## src/rtl/adc_seq_pkg.sv

```systemverilog
package adc_seq_pkg;

  typedef enum logic [1:0] {
    SRC_SW  = 2'b00,
    SRC_T3  = 2'b01,
    SRC_PIN = 2'b10,
    SRC_T2  = 2'b11
  } start_src_e;

  typedef enum logic [1:0] {
    ST_IDLE  = 2'b00,
    ST_TRACK = 2'b01,
    ST_CONV  = 2'b10
  } eng_state_e;

  typedef struct packed {
    logic       en;
    logic       tmode;
    start_src_e src;
    logic       ljust;
  } ctl_cfg_t;

  localparam int BIT_EN    = 7;
  localparam int BIT_TMODE = 6;
  localparam int BIT_DONE  = 5;
  localparam int BIT_BUSY  = 4;
  localparam int BIT_SRC_H = 3;
  localparam int BIT_SRC_L = 2;
  localparam int BIT_WIN   = 1;
  localparam int BIT_LJ    = 0;

endpackage

```

## src/rtl/adc_ctl_reg.sv

```systemverilog
module adc_ctl_reg
  import adc_seq_pkg::*;
(
  input  logic       clk,
  input  logic       rst_n,
  input  logic       wr,
  input  logic [7:0] wdata,
  input  logic       busy,
  input  logic       done_set,
  input  logic       win_set,
  output ctl_cfg_t   cfg,
  output logic       sw_go,
  output logic [7:0] rdata
);

  logic       en_q, tm_q, lj_q, done_q, win_q, go_q;
  start_src_e src_q;

  always_ff @(posedge clk or negedge rst_n) begin
    if (!rst_n) begin
      en_q   <= 1'b0;
      tm_q   <= 1'b0;
      lj_q   <= 1'b0;
      src_q  <= SRC_SW;
      done_q <= 1'b0;
      win_q  <= 1'b0;
      go_q   <= 1'b0;
    end else begin
      go_q <= wr && wdata[BIT_BUSY];
      if (wr) begin
        en_q  <= wdata[BIT_EN];
        tm_q  <= wdata[BIT_TMODE];
        lj_q  <= wdata[BIT_LJ];
        src_q <= start_src_e'(wdata[BIT_SRC_H:BIT_SRC_L]);
      end
      // hardware set takes priority over a software clear
      if (done_set)                    done_q <= 1'b1;
      else if (wr && !wdata[BIT_DONE]) done_q <= 1'b0;
      if (win_set)                     win_q  <= 1'b1;
      else if (wr && !wdata[BIT_WIN])  win_q  <= 1'b0;
    end
  end

  assign cfg   = '{en: en_q, tmode: tm_q, src: src_q, ljust: lj_q};
  assign sw_go = go_q;
  assign rdata = {en_q, tm_q, done_q, busy, src_q, win_q, lj_q};

  assert_done_hw_wins_R8: assert property (@(posedge clk) disable iff (!rst_n)
    done_set |=> done_q);
  assert_done_sw_clear_R8: assert property (@(posedge clk) disable iff (!rst_n)
    (wr && !wdata[BIT_DONE] && !done_set) |=> !done_q);
  assert_win_sticky_R9: assert property (@(posedge clk) disable iff (!rst_n)
    (win_q && !(wr && !wdata[BIT_WIN])) |=> win_q);

endmodule

```

## src/rtl/adc_trig_sel.sv

```systemverilog
module adc_trig_sel
  import adc_seq_pkg::*;
#(
  parameter int SYNC_STAGES = 2
) (
  input  logic     clk,
  input  logic     rst_n,
  input  ctl_cfg_t cfg,
  input  logic     sw_go,
  input  logic     t3_pulse,
  input  logic     t2_pulse,
  input  logic     pin_async,
  output logic     trig,
  output logic     pin_low
);

  logic [SYNC_STAGES-1:0] sync_q;
  logic                   prev_q;
  logic                   pin_s, pin_rise;

  for (genvar g = 0; g < SYNC_STAGES; g++) begin : g_sync
    always_ff @(posedge clk or negedge rst_n) begin
      if (!rst_n) sync_q[g] <= 1'b1;
      else if (g == 0) sync_q[g] <= pin_async;
      else sync_q[g] <= sync_q[(g == 0) ? 0 : g - 1];
    end
  end

  assign pin_s = sync_q[SYNC_STAGES-1];

  always_ff @(posedge clk or negedge rst_n) begin
    if (!rst_n) prev_q <= 1'b1;
    else        prev_q <= pin_s;
  end

  assign pin_rise = pin_s && !prev_q;
  assign pin_low  = !pin_s;

  always_comb begin
    unique case (cfg.src)
      SRC_SW:  trig = sw_go;
      SRC_T3:  trig = t3_pulse;
      SRC_PIN: trig = pin_rise;
      SRC_T2:  trig = t2_pulse;
      default: trig = 1'b0;
    endcase
  end

endmodule

```

## src/rtl/adc_sar_engine.sv

```systemverilog
module adc_sar_engine
  import adc_seq_pkg::*;
#(
  parameter int RES_W       = 12,
  parameter int TRACK_TICKS = 3
) (
  input  logic             clk,
  input  logic             rst_n,
  input  logic             en,
  input  logic             tmode,
  input  logic             pin_mode,
  input  logic             pin_low,
  input  logic             trig,
  input  logic             tick,
  input  logic             cmp,
  output logic             busy,
  output logic             done,
  output logic             track_now,
  output logic [RES_W-1:0] dac_code,
  output logic [RES_W-1:0] result
);

  localparam int IDX_W = (RES_W > 1) ? $clog2(RES_W) : 1;
  localparam int CNT_W = $clog2(TRACK_TICKS + 1);
  localparam logic [IDX_W-1:0] IDX_TOP  = IDX_W'(RES_W - 1);
  localparam logic [CNT_W-1:0] CNT_LAST = CNT_W'(TRACK_TICKS - 1);

  eng_state_e       state_q;
  logic [IDX_W-1:0] idx_q;
  logic [CNT_W-1:0] cnt_q;
  logic [RES_W-1:0] sar_q, sar_next, trial, result_q;
  logic             last_bit;

  always_comb begin
    sar_next        = sar_q;
    sar_next[idx_q] = cmp;
    trial           = sar_q;
    trial[idx_q]    = 1'b1;
  end

  assign last_bit = (idx_q == '0);
  assign done     = en && (state_q == ST_CONV) && tick && last_bit;

  always_ff @(posedge clk or negedge rst_n) begin
    if (!rst_n) begin
      state_q  <= ST_IDLE;
      idx_q    <= IDX_TOP;
      cnt_q    <= '0;
      sar_q    <= '0;
      result_q <= '0;
    end else if (!en) begin
      state_q <= ST_IDLE;
    end else begin
      unique case (state_q)
        ST_IDLE: if (trig) begin
          sar_q   <= '0;
          idx_q   <= IDX_TOP;
          cnt_q   <= '0;
          state_q <= (tmode && !pin_mode) ? ST_TRACK : ST_CONV;
        end
        ST_TRACK: if (tick) begin
          if (cnt_q == CNT_LAST) state_q <= ST_CONV;
          else                   cnt_q   <= cnt_q + 1'b1;
        end
        ST_CONV: if (tick) begin
          sar_q <= sar_next;
          if (last_bit) begin
            result_q <= sar_next;
            state_q  <= ST_IDLE;
          end else begin
            idx_q <= idx_q - 1'b1;
          end
        end
        default: state_q <= ST_IDLE;
      endcase
    end
  end

  assign busy      = (state_q != ST_IDLE);
  assign dac_code  = (state_q == ST_CONV) ? trial : '0;
  assign result    = result_q;
  assign track_now = (state_q == ST_TRACK) ||
                     (en && (state_q == ST_IDLE) && (!tmode || (pin_mode && pin_low)));

  assert_track_window_R4: assert property (@(posedge clk) disable iff (!rst_n)
    (state_q == ST_TRACK) |-> (cnt_q < CNT_W'(TRACK_TICKS)));
  assert_shutdown_idle_R2: assert property (@(posedge clk) disable iff (!rst_n)
    !en |=> (state_q == ST_IDLE));
  assert_no_retrigger_R11: assert property (@(posedge clk) disable iff (!rst_n)
    (en && state_q == ST_CONV && trig && !(tick && last_bit)) |=> (state_q == ST_CONV));

endmodule

```

## src/rtl/adc_justify.sv

```systemverilog
module adc_justify #(
  parameter int RES_W = 12
) (
  input  logic [RES_W-1:0] result,
  input  logic             ljust,
  output logic [7:0]       hi,
  output logic [7:0]       lo
);

  localparam int PAD = 16 - RES_W;

  logic [15:0] right_w, left_w, sel_w;

  if (PAD == 0) begin : g_full
    assign right_w = result;
    assign left_w  = result;
  end else begin : g_pad
    assign right_w = {{PAD{1'b0}}, result};
    assign left_w  = {result, {PAD{1'b0}}};
  end

  assign sel_w = ljust ? left_w : right_w;
  assign hi    = sel_w[15:8];
  assign lo    = sel_w[7:0];

endmodule

```

## src/rtl/adc_seq_ctrl.sv

```systemverilog
module adc_seq_ctrl
  import adc_seq_pkg::*;
#(
  parameter int RES_W       = 12,
  parameter int TRACK_TICKS = 3,
  parameter int SYNC_STAGES = 2
) (
  input  logic             clk,
  input  logic             rst_n,
  input  logic             sar_tick,
  input  logic             reg_wr,
  input  logic [7:0]       reg_wdata,
  output logic [7:0]       reg_rdata,
  input  logic             tmr3_ovf,
  input  logic             tmr2_ovf,
  input  logic             cnv_pin,
  input  logic             win_hit,
  input  logic             cmp_in,
  output logic [RES_W-1:0] dac_code,
  output logic             tracking,
  output logic [7:0]       data_hi,
  output logic [7:0]       data_lo
);

  ctl_cfg_t         cfg;
  logic             sw_go, trig, pin_low, busy, done;
  logic [RES_W-1:0] result;

  adc_ctl_reg u_reg (
    .clk      (clk),
    .rst_n    (rst_n),
    .wr       (reg_wr),
    .wdata    (reg_wdata),
    .busy     (busy),
    .done_set (done),
    .win_set  (win_hit),
    .cfg      (cfg),
    .sw_go    (sw_go),
    .rdata    (reg_rdata)
  );

  adc_trig_sel #(.SYNC_STAGES(SYNC_STAGES)) u_trig (
    .clk       (clk),
    .rst_n     (rst_n),
    .cfg       (cfg),
    .sw_go     (sw_go),
    .t3_pulse  (tmr3_ovf),
    .t2_pulse  (tmr2_ovf),
    .pin_async (cnv_pin),
    .trig      (trig),
    .pin_low   (pin_low)
  );

  adc_sar_engine #(.RES_W(RES_W), .TRACK_TICKS(TRACK_TICKS)) u_eng (
    .clk       (clk),
    .rst_n     (rst_n),
    .en        (cfg.en),
    .tmode     (cfg.tmode),
    .pin_mode  (cfg.src == SRC_PIN),
    .pin_low   (pin_low),
    .trig      (trig),
    .tick      (sar_tick),
    .cmp       (cmp_in),
    .busy      (busy),
    .done      (done),
    .track_now (tracking),
    .dac_code  (dac_code),
    .result    (result)
  );

  adc_justify #(.RES_W(RES_W)) u_just (
    .result (result),
    .ljust  (cfg.ljust),
    .hi     (data_hi),
    .lo     (data_lo)
  );

  assert_done_on_busy_fall_R7: assert property (@(posedge clk) disable iff (!rst_n)
    ($fell(reg_rdata[BIT_BUSY]) && $past(reg_rdata[BIT_EN])) |-> reg_rdata[BIT_DONE]);

endmodule

```

## config.mk

```make
export PLATFORM = sky130hd
export DESIGN_NAME = adc_seq_ctrl
export DESIGN_NICKNAME = d
export VERILOG_FILES = /design/src/rtl/adc_seq_pkg.sv /design/src/rtl/adc_ctl_reg.sv /design/src/rtl/adc_trig_sel.sv /design/src/rtl/adc_sar_engine.sv /design/src/rtl/adc_justify.sv /design/src/rtl/adc_seq_ctrl.sv
export SDC_FILE = /design/constraint.sdc
export NUM_CORES = 1
export LEC_CHECK = 0
export BUFFER_PORTS_ARGS = -buffer_cell sky130_fd_sc_hd__buf_2
export CORE_UTILIZATION = 40
export CTS_BUF_LIST = sky130_fd_sc_hd__clkbuf_16
export CTS_CLUSTER_DIAMETER = 80
export DETAILED_ROUTE_END_ITERATION = 12
export HOLD_SLACK_MARGIN = 0.15
export SETUP_SLACK_MARGIN = 0.02
export SLEW_MARGIN = 10
export SYNTH_ARGS = -nofsm -noshare
export SYNTH_HDL_FRONTEND = slang
export SYNTH_SLANG_ARGS = --single-unit
```

## constraint.sdc

```tcl
create_clock -name clk -period 5.8 [get_ports clk]
set_clock_uncertainty 0.2 [all_clocks]
set_input_delay 1.16 -clock clk [delete_from_list [all_inputs] [get_ports clk]]
set_output_delay 1.16 -clock clk [all_outputs]
set_load 0.005 [all_outputs]
```

======== Word-level counts from Yosys, hierarchy flattened ========
Cells that the tools add are included.
cells by class
  bitwise operators ....................... 1
  reductions and logical operators ........ 33
  add/subtract/negate cells ............... 2
  magnitude comparators ................... 2
  eq/ne operators ......................... 16
  multiplexer cells ....................... 29
operators by type and width
  kind                  number
  $mux W12              3
  $pmux W12 S2          1
  $mux W2               10
  $mux W16              1
  $reduce_and A5 Y1     3
  $bwmux W12            1
  $logic_and A1 B1 Y1   12
  $mux W4               3
  $or A12 B12 Y12       1
  $ne A2 B2 Y1 const B  5
  $reduce_bool A2 Y1    5
  $ne A3 B3 Y1 const B  3
  $eq A2 B2 Y1 const B  4
  $pmux W4 S2           1
  $reduce_and A4 Y1     2
  $logic_not A1 Y1      6
  $ne A3 B2 Y1 const B  2
  $pmux W2 S3           1
  $lt A4 B5 Y1 const B  1
  $mux W1               5
  $demux W1 S4          1
  $eq A2 B1 Y1 const B  2
  $ge A4 B1 Y1 const B  1
  $logic_not A2 Y1      2
  6 further kinds       7
word-level totals
  output and inout bits ................... 37
  input bits .............................. 17
  bits in registers ....................... 43
  logic and storage cells ................. 98

======== Logic depth before layout (Yosys ltp) ========
Gate-level depths: netlist (run 1).
  word-level depth ........................ 7
  depth in mapped cells ................... 7
  mapped depth without buffers ............ 6

======== Modules after synthesis ========
From an unflattened synthesis (run 1), not the netlist that was laid out.
second synthesis, totals
  cells, all modules ...................... 226
  area, all modules ....................... 2561.2 µm²
by module, submodules not included
  module          cells an instance  area each (µm²)  times used  sequential area each (µm²)
  adc_sar_engine  171                1859.3           1           804.5
  adc_ctl_reg     30                 402.9            1           200.2
  adc_justify     18                 173.9            1           0.0
  adc_trig_sel    6                  111.4            1           78.8
  adc_seq_ctrl    1                  13.8             1           0.0

======== Worst setup path after synthesis (run 1) ========
No wires, ideal clock.
  path type ............................... register to output
  start point ............................. register u_eng.idx_q[0]
  end point ............................... output dac_code[1]
  arrival ................................. 1.298 ns
  setup slack ............................. 3.142 ns
  stages on the path, launching flop included .. 5
  path buffers ............................ 0
  required time ........................... 4.440 ns
  cells stage by stage .................... dfstp_2 ha_1 nor3b_1 nor2_1 nor2_1
between the ends
  word-level cells in the longest chain between the ends .. 6
  elaborated cells between the ends (all ways) .. 7
  those cells by class .................... order compare (2); mux (3); bitwise (1); reduce/logical (1)
ends and longest elaborated chain
  item                                                                RTL line              source
  from (decl)                                                         adc_sar_engine.sv:29  logic [IDX_W-1:0] idx_q;
  from (signal assigned)                                              adc_sar_engine.sv:71  idx_q <= idx_q - 1'b1;
  $lt A4 B5 Y1 (implied by the code) or $ge A4 B1 Y1 (tied branches)  adc_sar_engine.sv:38  trial[idx_q] = 1'b1;
  $logic_and A1 B1 Y1 (implied by the code)                           adc_sar_engine.sv:38
  $mux W1 (implied by the code)                                       adc_sar_engine.sv:38
  $demux W1 S4 (*)                                                    --
  $or A12 B12 Y12 (no source line) (*)                                --
  $mux W12 (*)                                                        adc_sar_engine.sv:80  assign dac_code = (state_q == ST_CONV) ? trial : '0;
  to (decl)                                                           adc_seq_ctrl.sv:19    output logic [RES_W-1:0] dac_code,
Every way passes the cells marked *; elsewhere a longest branch is shown, timed or not.

======== Worst setup path in the final report (run 1) ========
  start point ............................. register u_eng.state_q[1]
  end point ............................... output dac_code[9]
between the ends
  word-level cells in the longest chain between the ends .. 2
ends and longest elaborated chain
  item                    RTL line              source
  from (decl)             adc_sar_engine.sv:28  eng_state_e state_q;
  from (signal assigned)  adc_sar_engine.sv:59  state_q <= (tmode && !pin_mode) ? ST_TRACK : ST_CONV;
  $eq A2 B2 Y1            adc_sar_engine.sv:80
  $mux W12                adc_sar_engine.sv:80
Every way passes these cells.

==> results of run 1 <==
==> critical path: stages (launching register included) <==
cell,delay (ns)
dfrtp_1,0.76
nand2b_1,0.50
a21oi_1,0.29
buf_2,0.15
==> logic make-up (layout without fill, tap and decap cells) <==
family / count (synthesis) / after routing / synth area share [%]
AOI/OAI and AO/OA: 61 / 61 / 17.94
buffers and inverters: 40 / 79 / 7.455
adders and majority gates: 5 / 5 / 2.519
muxes: 21 / 21 / 9.622
DFF: 43 / 43 / 43.63
and+or+nand+nor: 91 / 91 / 18.84
==> metal layers <==
metal,GRT usage (%),wire length [um],vias up
met5,0,0,-
met4,4.286,25,0
met3,3.146,232,2
met2,28.90,2606,60
met1,26.87,2731,946
li1,-,-,986
==> registers in the layout, summed over array words and instances, names as in the netlist <==
register	count
u_eng.sar_q	12
u_trig.sync_q	1
u_trig.pin_s	1
u_reg.tm_q	1
u_eng.result	12
u_reg.win_q	1
u_eng.cnt_q	2
u_reg.lj_q	1
u_reg.src_q	2
u_reg.sw_go	1
u_reg.en_q	1
u_eng.idx_q	4
u_trig.prev_q	1
u_eng.state_q	2
u_reg.done_q	1
==> power groups by stage <==
stage                     clock network [W]  logic, W  registers, W
after detailed placement                  0  0.000323      0.000450
after global placement                    0  0.000319      0.000446
after floorplan                           0  0.000273      0.000414
after global routing               0.000291  0.000367      0.000457
final                              0.000268  0.000326      0.000446
after CTS                          0.000278  0.000326      0.000445
==> metrics by stage <==
| step | setup slack (ns) | hold WS (ns) | area [um^2] | cells |
|---|---|---|---|---|
| 4_1_cts | 2.427 | 0.1586 | 2867 | 375 |
| 2_1_floorplan | 3.142 | 0.1452 | 2484 | 261 |
| 6_report | 2.462 | 0.1605 | 2867 | 375 |
| 5_1_grt | 2.288 | 0.1651 | 2867 | 375 |
| 3_3_place_gp | 2.780 | 0.1492 | 2725 | 367 |
| 3_5_place_dp | 2.750 | 0.1492 | 2725 | 367 |
==> how the worst min path moves through the flow <==
stage	startpoint	endpoint	slack, ns	depth (start not counted)
final	u_trig.sync_q[0]	u_trig.pin_s	0.16	0
after detailed placement	u_trig.sync_q[0]	u_trig.pin_s	0.15	0
after CTS	u_trig.sync_q[0]	u_trig.pin_s	0.16	0
after floorplan	u_trig.sync_q[0]	u_trig.pin_s	0.15	0
after global routing	u_trig.sync_q[0]	u_trig.pin_s	0.17	0
after global placement	u_trig.sync_q[0]	u_trig.pin_s	0.15	0
==> cells in the mapped netlist, types with 2 or more instances <==
cell type   n  area, um^2
nor2b_1     9       56.30
o221ai_2    4       60.06
nand2b_1    4       25.02
nor2_1     12       45.04
nor3b_1     6       45.04
mux2i_1     7       70.07
dfstp_2     6       157.7
a21o_1      2       15.01
o211ai_2    4       50.05
o221ai_1    5       43.79
o21ai_0    16       80.08
nand2_1    30       112.6
nor3_1      2       10.01
nand3_1    15       75.07
ha_1        5       62.56
mux2_2     13       146.4
buf_4       6       45.04
clkbuf_1   14       52.55
and2_1      5       31.28
inv_1      18       67.56
o211ai_1    6       45.04
a21oi_1    16       80.08
nand3b_1    2       15.01
dfrtp_1    37       925.9
==> final cells by class <==
cell class                      instances  area [um^2]
Clock buffer                            5        125.1
Multi-Input combinational cell        178         1215
Clock inverter                          3        16.27
Inverter                               18        67.56
Fill cell                             574         3089
Tap cell                               75        93.84
Sequential cell                        43         1084
Timing Repair Buffer                   53        265.3
==> out/metrics.cfg, run 1 <==
[timing]
period_minus_slack_ns = 3.338
period_share_pct = 57.55
slew_viol_final = 0
slew_headroom_pct = 34.40
hold_violations = 0
finalSetupTns_ns = 0
setup_viol = 0
clock.fmax_mhz = 299.6
worst_slew_pin_slew_ns = 0.9840
rsz0062_at_grt = false

[pwr]
switchingPower_w = 0.0003707
p_sw_share_pct = 35.66
pwr-share-clk_pct = 25.8
p_per_area_mw_per_mm2 = 362.7
p_int_w = 0.0006690
combPwrFrac_pct = 31.3
p_leak_nw = 1.363
seq_power_share_pct = 42.9
total_power_w = 0.001040
vdd_drop_max_mv = 0.1434

[cells_and_area]
final_common_cell = buf_2
fin_util_pct = 48.13
nNetsFinal = 321
drive_gt1_share_pct = 30.33
final_cell_mix = buf_2 (53), dfrtp_1 (37), nand2_1 (30)
diodes = 0
area_growth_pct = 15.42

[detailed_routing]
final_antenna_net_count = 0
via_count = 1994
drc = 0
drtPass1Iterations = 4
initialDrtViolationCount = 175
vias_per_cell = 5.317
finalWirelength_um = 5595
routedWlPerCell_um = 14.92

[synthesis]
avgSynthCellArea_um2 = 9.516
ys_warn_count = 0
synth_flop_cell = dfrtp_1
seq_area_frac_synth_pct = 43.63
syn-num-nets = 283
syn_area_mm2 = 0.002484
ys_ff_latch = 43
synth.distinct_cells = 41
synth_edf_count = 0
postSynthCellCount = 261
async_flop_share_pct = 100.0

[setup_path]
critPathKind = reg2out
arrival_ns = 1.98
crit_path_end_kind = primary output
path_max_fanout = 20
crit_required_ns = 4.44
r2r.worst_path.cells = 4
r2r-start = u_eng.state_q[1]
startpoint = u_eng.state_q[1]
cp-endpoint = dac_code[9]
crit_path_start_kind = flop
ff2ff_setup_slack_ns = 3.37
r2r_end = u_eng.result[7]

[global_routing]
grt_max_degree = 44
grt_pass1_vias = 1889
grt_antenna_before_repair = 0
grt_pass1_wl_um = 9308
overflow = 0
track_usage_pct = 18.56

[floorplan]
die_w_um = 80.80
row_count = 28
start_util_pct = 41.70
dieArea_mm2 = 0.006528
die_h_um = 80.80
core_mm2 = 0.005956
ios = 54

[cts]
clock_sinks = 43
cts_inserted_buffers = 5
clock_latency_ns = 0.28
ctsRootBufferMaster = clkbuf_16
path_clk_slew_ns = 0.06
htreeDepth = 2
clockBufferDepth = 2
cts_resized = 0
tritoncts = built
post_cts.repair.setup_buffers = 0
postCtsHoldBufs = 0

[place]
gp_congestion = 0.7582
io_buffer_count = 53
place_hpwl_um = 3906

[worst_hold_path]
min_path_type = reg2reg

[outcome]
status = completed

[job]
maxCapViolations = 0

No activity file was read; power rests on OpenSTA's default activity.
==> run 2: changes to the inputs <==
Clock period 5.8 ns to 2.7 ns, I/O delays scaled along.
==> run 2 against run 1 <==
Largest power group unchanged; critical path type unchanged; sequential power up 110%; first-iteration DRC count fell by 43%; sequential cell count did not move; critical path depth is 2 higher; count of clock-buffer cells in the layout unchanged; clock power rose by 150%; global-route usage down 0.23 points; core utilization increased by 2.2 points; die area stayed put; combinational power grew 130%; design area is 4.5% higher; sequential share of layout area fell by 1.6 points.
==> out/metrics.cfg, run 2 (synthesized netlist as in run 1, its figures left out) <==
[place]
pre_cts_ws_ns = 0.4768  ; -2.274 ns
place_hpwl_um = 4107  ; +5.1%
dp_cells = 380  ; +3.5%
gp_congestion = 0.7714  ; +1.7%
place_area_mm2 = 0.002823  ; +3.6%
io_buffer_count = 53  ; unchanged

[detailed_routing]
via_count = 2034  ; +2.0%
final_antenna_net_count = 0  ; unchanged
vias_per_cell = 5.229  ; -1.7%
drc = 0  ; unchanged
routedWlPerCell_um = 13.93  ; -6.6%
finalWirelength_um = 5418  ; -3.2%
drtPass1Iterations = 5  ; +1
initialDrtViolationCount = 99  ; -43%

[pwr]
vdd_drop_max_mv = 0.3344  ; +130%
total_power_w = 0.002356  ; +130%
p_leak_nw = 1.445  ; +6.1%
p_per_area_mw_per_mm2 = 786.5  ; +120%

[timing]
finalSetupTns_ns = 0  ; unchanged
slew_viol_final = 0  ; unchanged
clock.fmax_mhz = 394.3
period_share_pct = 93.93
period_minus_slack_ns = 2.536
final.setup.worst_slack_ns = 0.1638  ; -2.298 ns
setup_viol = 0  ; unchanged
worst_slew_pin_slew_ns = 0.4861  ; -0.4978 ns
slew_headroom_pct = 67.59  ; +33 points
rsz0062_at_grt = false
hold_violations = 0  ; unchanged

[worst_hold_path]
holdPathStages = 1  ; +1
min_from = cnv_pin
min_path_type = in2reg
holdPathEnd = u_trig.sync_q[0]

[floorplan]
start_util_pct = 41.70  ; unchanged
dieArea_mm2 = 0.006528  ; unchanged
die_h_um = 80.80  ; unchanged
die_w_um = 80.80  ; unchanged
ios = 54  ; unchanged
core_mm2 = 0.005956  ; unchanged
row_count = 28  ; unchanged

[outcome]
status = completed

[setup_path]
path_max_fanout = 7  ; -65%
crit_slowest_cell = or3b_1
arrival_ns = 1.80  ; -0.18 ns
crit_path_cell_trace = inv_1 > ha_1 > or3b_1 > a21oi_1 > buf_2
crit_path_start_kind = flop
critPathBufInv = 2  ; +1
r2r.worst_path.cells = 6  ; +2
critPathKind = reg2out
crit_path_end_kind = primary output
crit_required_ns = 1.96  ; -2.48 ns
ff2ff_setup_slack_ns = 0.68  ; -2.69 ns
r2r-start = u_eng.idx_q[0]
max_stage_delay_ns = 0.44  ; -0.32 ns
critPathTopFamily = simple AND/OR/NAND/NOR gates
r2r_end = u_eng.idx_q[0]

[cts]
clock_latency_ns = 0.28  ; about the same
clock_sinks = 43  ; unchanged
tritoncts = built
path_clk_slew_ns = 0.06  ; about the same
ctsRootBufferMaster = clkbuf_16
htreeDepth = 2  ; unchanged
cts_inserted_buffers = 5  ; unchanged
clockBufferDepth = 2  ; unchanged

[cells_and_area]
nNetsFinal = 335  ; +4.4%
diodes = 0  ; unchanged
fin_area_mm2 = 0.002995  ; +4.5%
drive_gt1_share_pct = 32.80  ; +2.5 points
final_common_cell = buf_2
fin_cells = 389  ; +3.7%
area_growth_pct = 20.60
final_cell_mix = buf_2 (53), dfrtp_1 (37), nand2_1 (30)

[job]
maxCapViolations = 0  ; unchanged

[global_routing]
track_usage_pct = 18.33  ; -0.23 points
overflow = 0  ; unchanged
grt_max_degree = 25  ; -43%
grt_antenna_before_repair = 0  ; unchanged
grt_pass1_wl_um = 9142  ; -1.8%
grt_pass1_vias = 1895  ; +0.32%

run 2: stage by stage:
| stage | hold WS (ns) | utilization (%) |
|---|---|---|
| after floorplan | 0.04441 | - |
| after global placement | 0.1469 | 47.39 |
| after detailed placement | 0.1514 | 47.39 |
| after CTS | 0.1538 | 50.29 |
| after global routing | 0.1556 | 50.29 |
| final | 0.1575 | 50.29 |
run 2: worst max-delay path by stage:
stage | end | slack (ns) | cells after the start | from
3_3_place_gp | dac_code[0] | 0.50 | 5 | u_eng.idx_q[0]
3_5_place_dp | dac_code[0] | 0.48 | 5 | u_eng.idx_q[0]
4_1_cts | dac_code[0] | 0.16 | 5 | u_eng.idx_q[0]
2_1_floorplan | dac_code[1] | 0.66 | 4 | u_eng.idx_q[0]
5_1_grt | dac_code[3] | 0.06 | 6 | u_eng.idx_q[0]
6_report | dac_code[0] | 0.16 | 5 | u_eng.idx_q[0]
run 2: report_power, final:
group	switching, W	internal [W]	leakage [nW]
Combinational	0.000411	0.000345	0.807
Sequential	0.000143	0.000796	0.551
Clock	0.000231	0.000429	0.0864
run 2: timing repair:
item / in CTS / in global routing
gates resized for setup: 0 / 0
hold buffers: 1 / 0
hold endpoints to repair: 11 / 0
buffers inserted: 0 / 0
run 2: metal layers:
layer  vias up  wire, um  global-route usage [%]  part of all wire (%)
li1       1017         -                       -                     -
met1       955      2624                   25.02                    48
met2        57      2471                   29.92                    46
met3         5       264                   3.034                   4.9
met4         0        57                   5.357                   1.1
met5         -         0                       0                     0
run 2: layout make-up:
| cell class | count | area [um^2] |
|---|---|---|
| Clock buffer | 5 | 125.1 |
| Clock inverter | 3 | 37.54 |
| Fill cell | 556 | 2960 |
| Inverter | 18 | 67.56 |
| Multi-Input combinational cell | 178 | 1215 |
| Sequential cell | 43 | 1084 |
| Tap cell | 75 | 93.84 |
| Timing Repair Buffer | 67 | 372.9 |
run 2: worst reg2reg max path, delay by kind of cell, from the launching register on:
| kind | cells | cell delay, ns |
|---|---|---|
| flip-flops | 1 | 0.39 |
| AO/OA/AOI/OAI | 2 | 0.47 |
| AND/OR/NAND/NOR | 2 | 0.51 |
| adder cells (fa/ha/maj) | 1 | 0.28 |
| buffers and inverters | 1 | 0.10 |
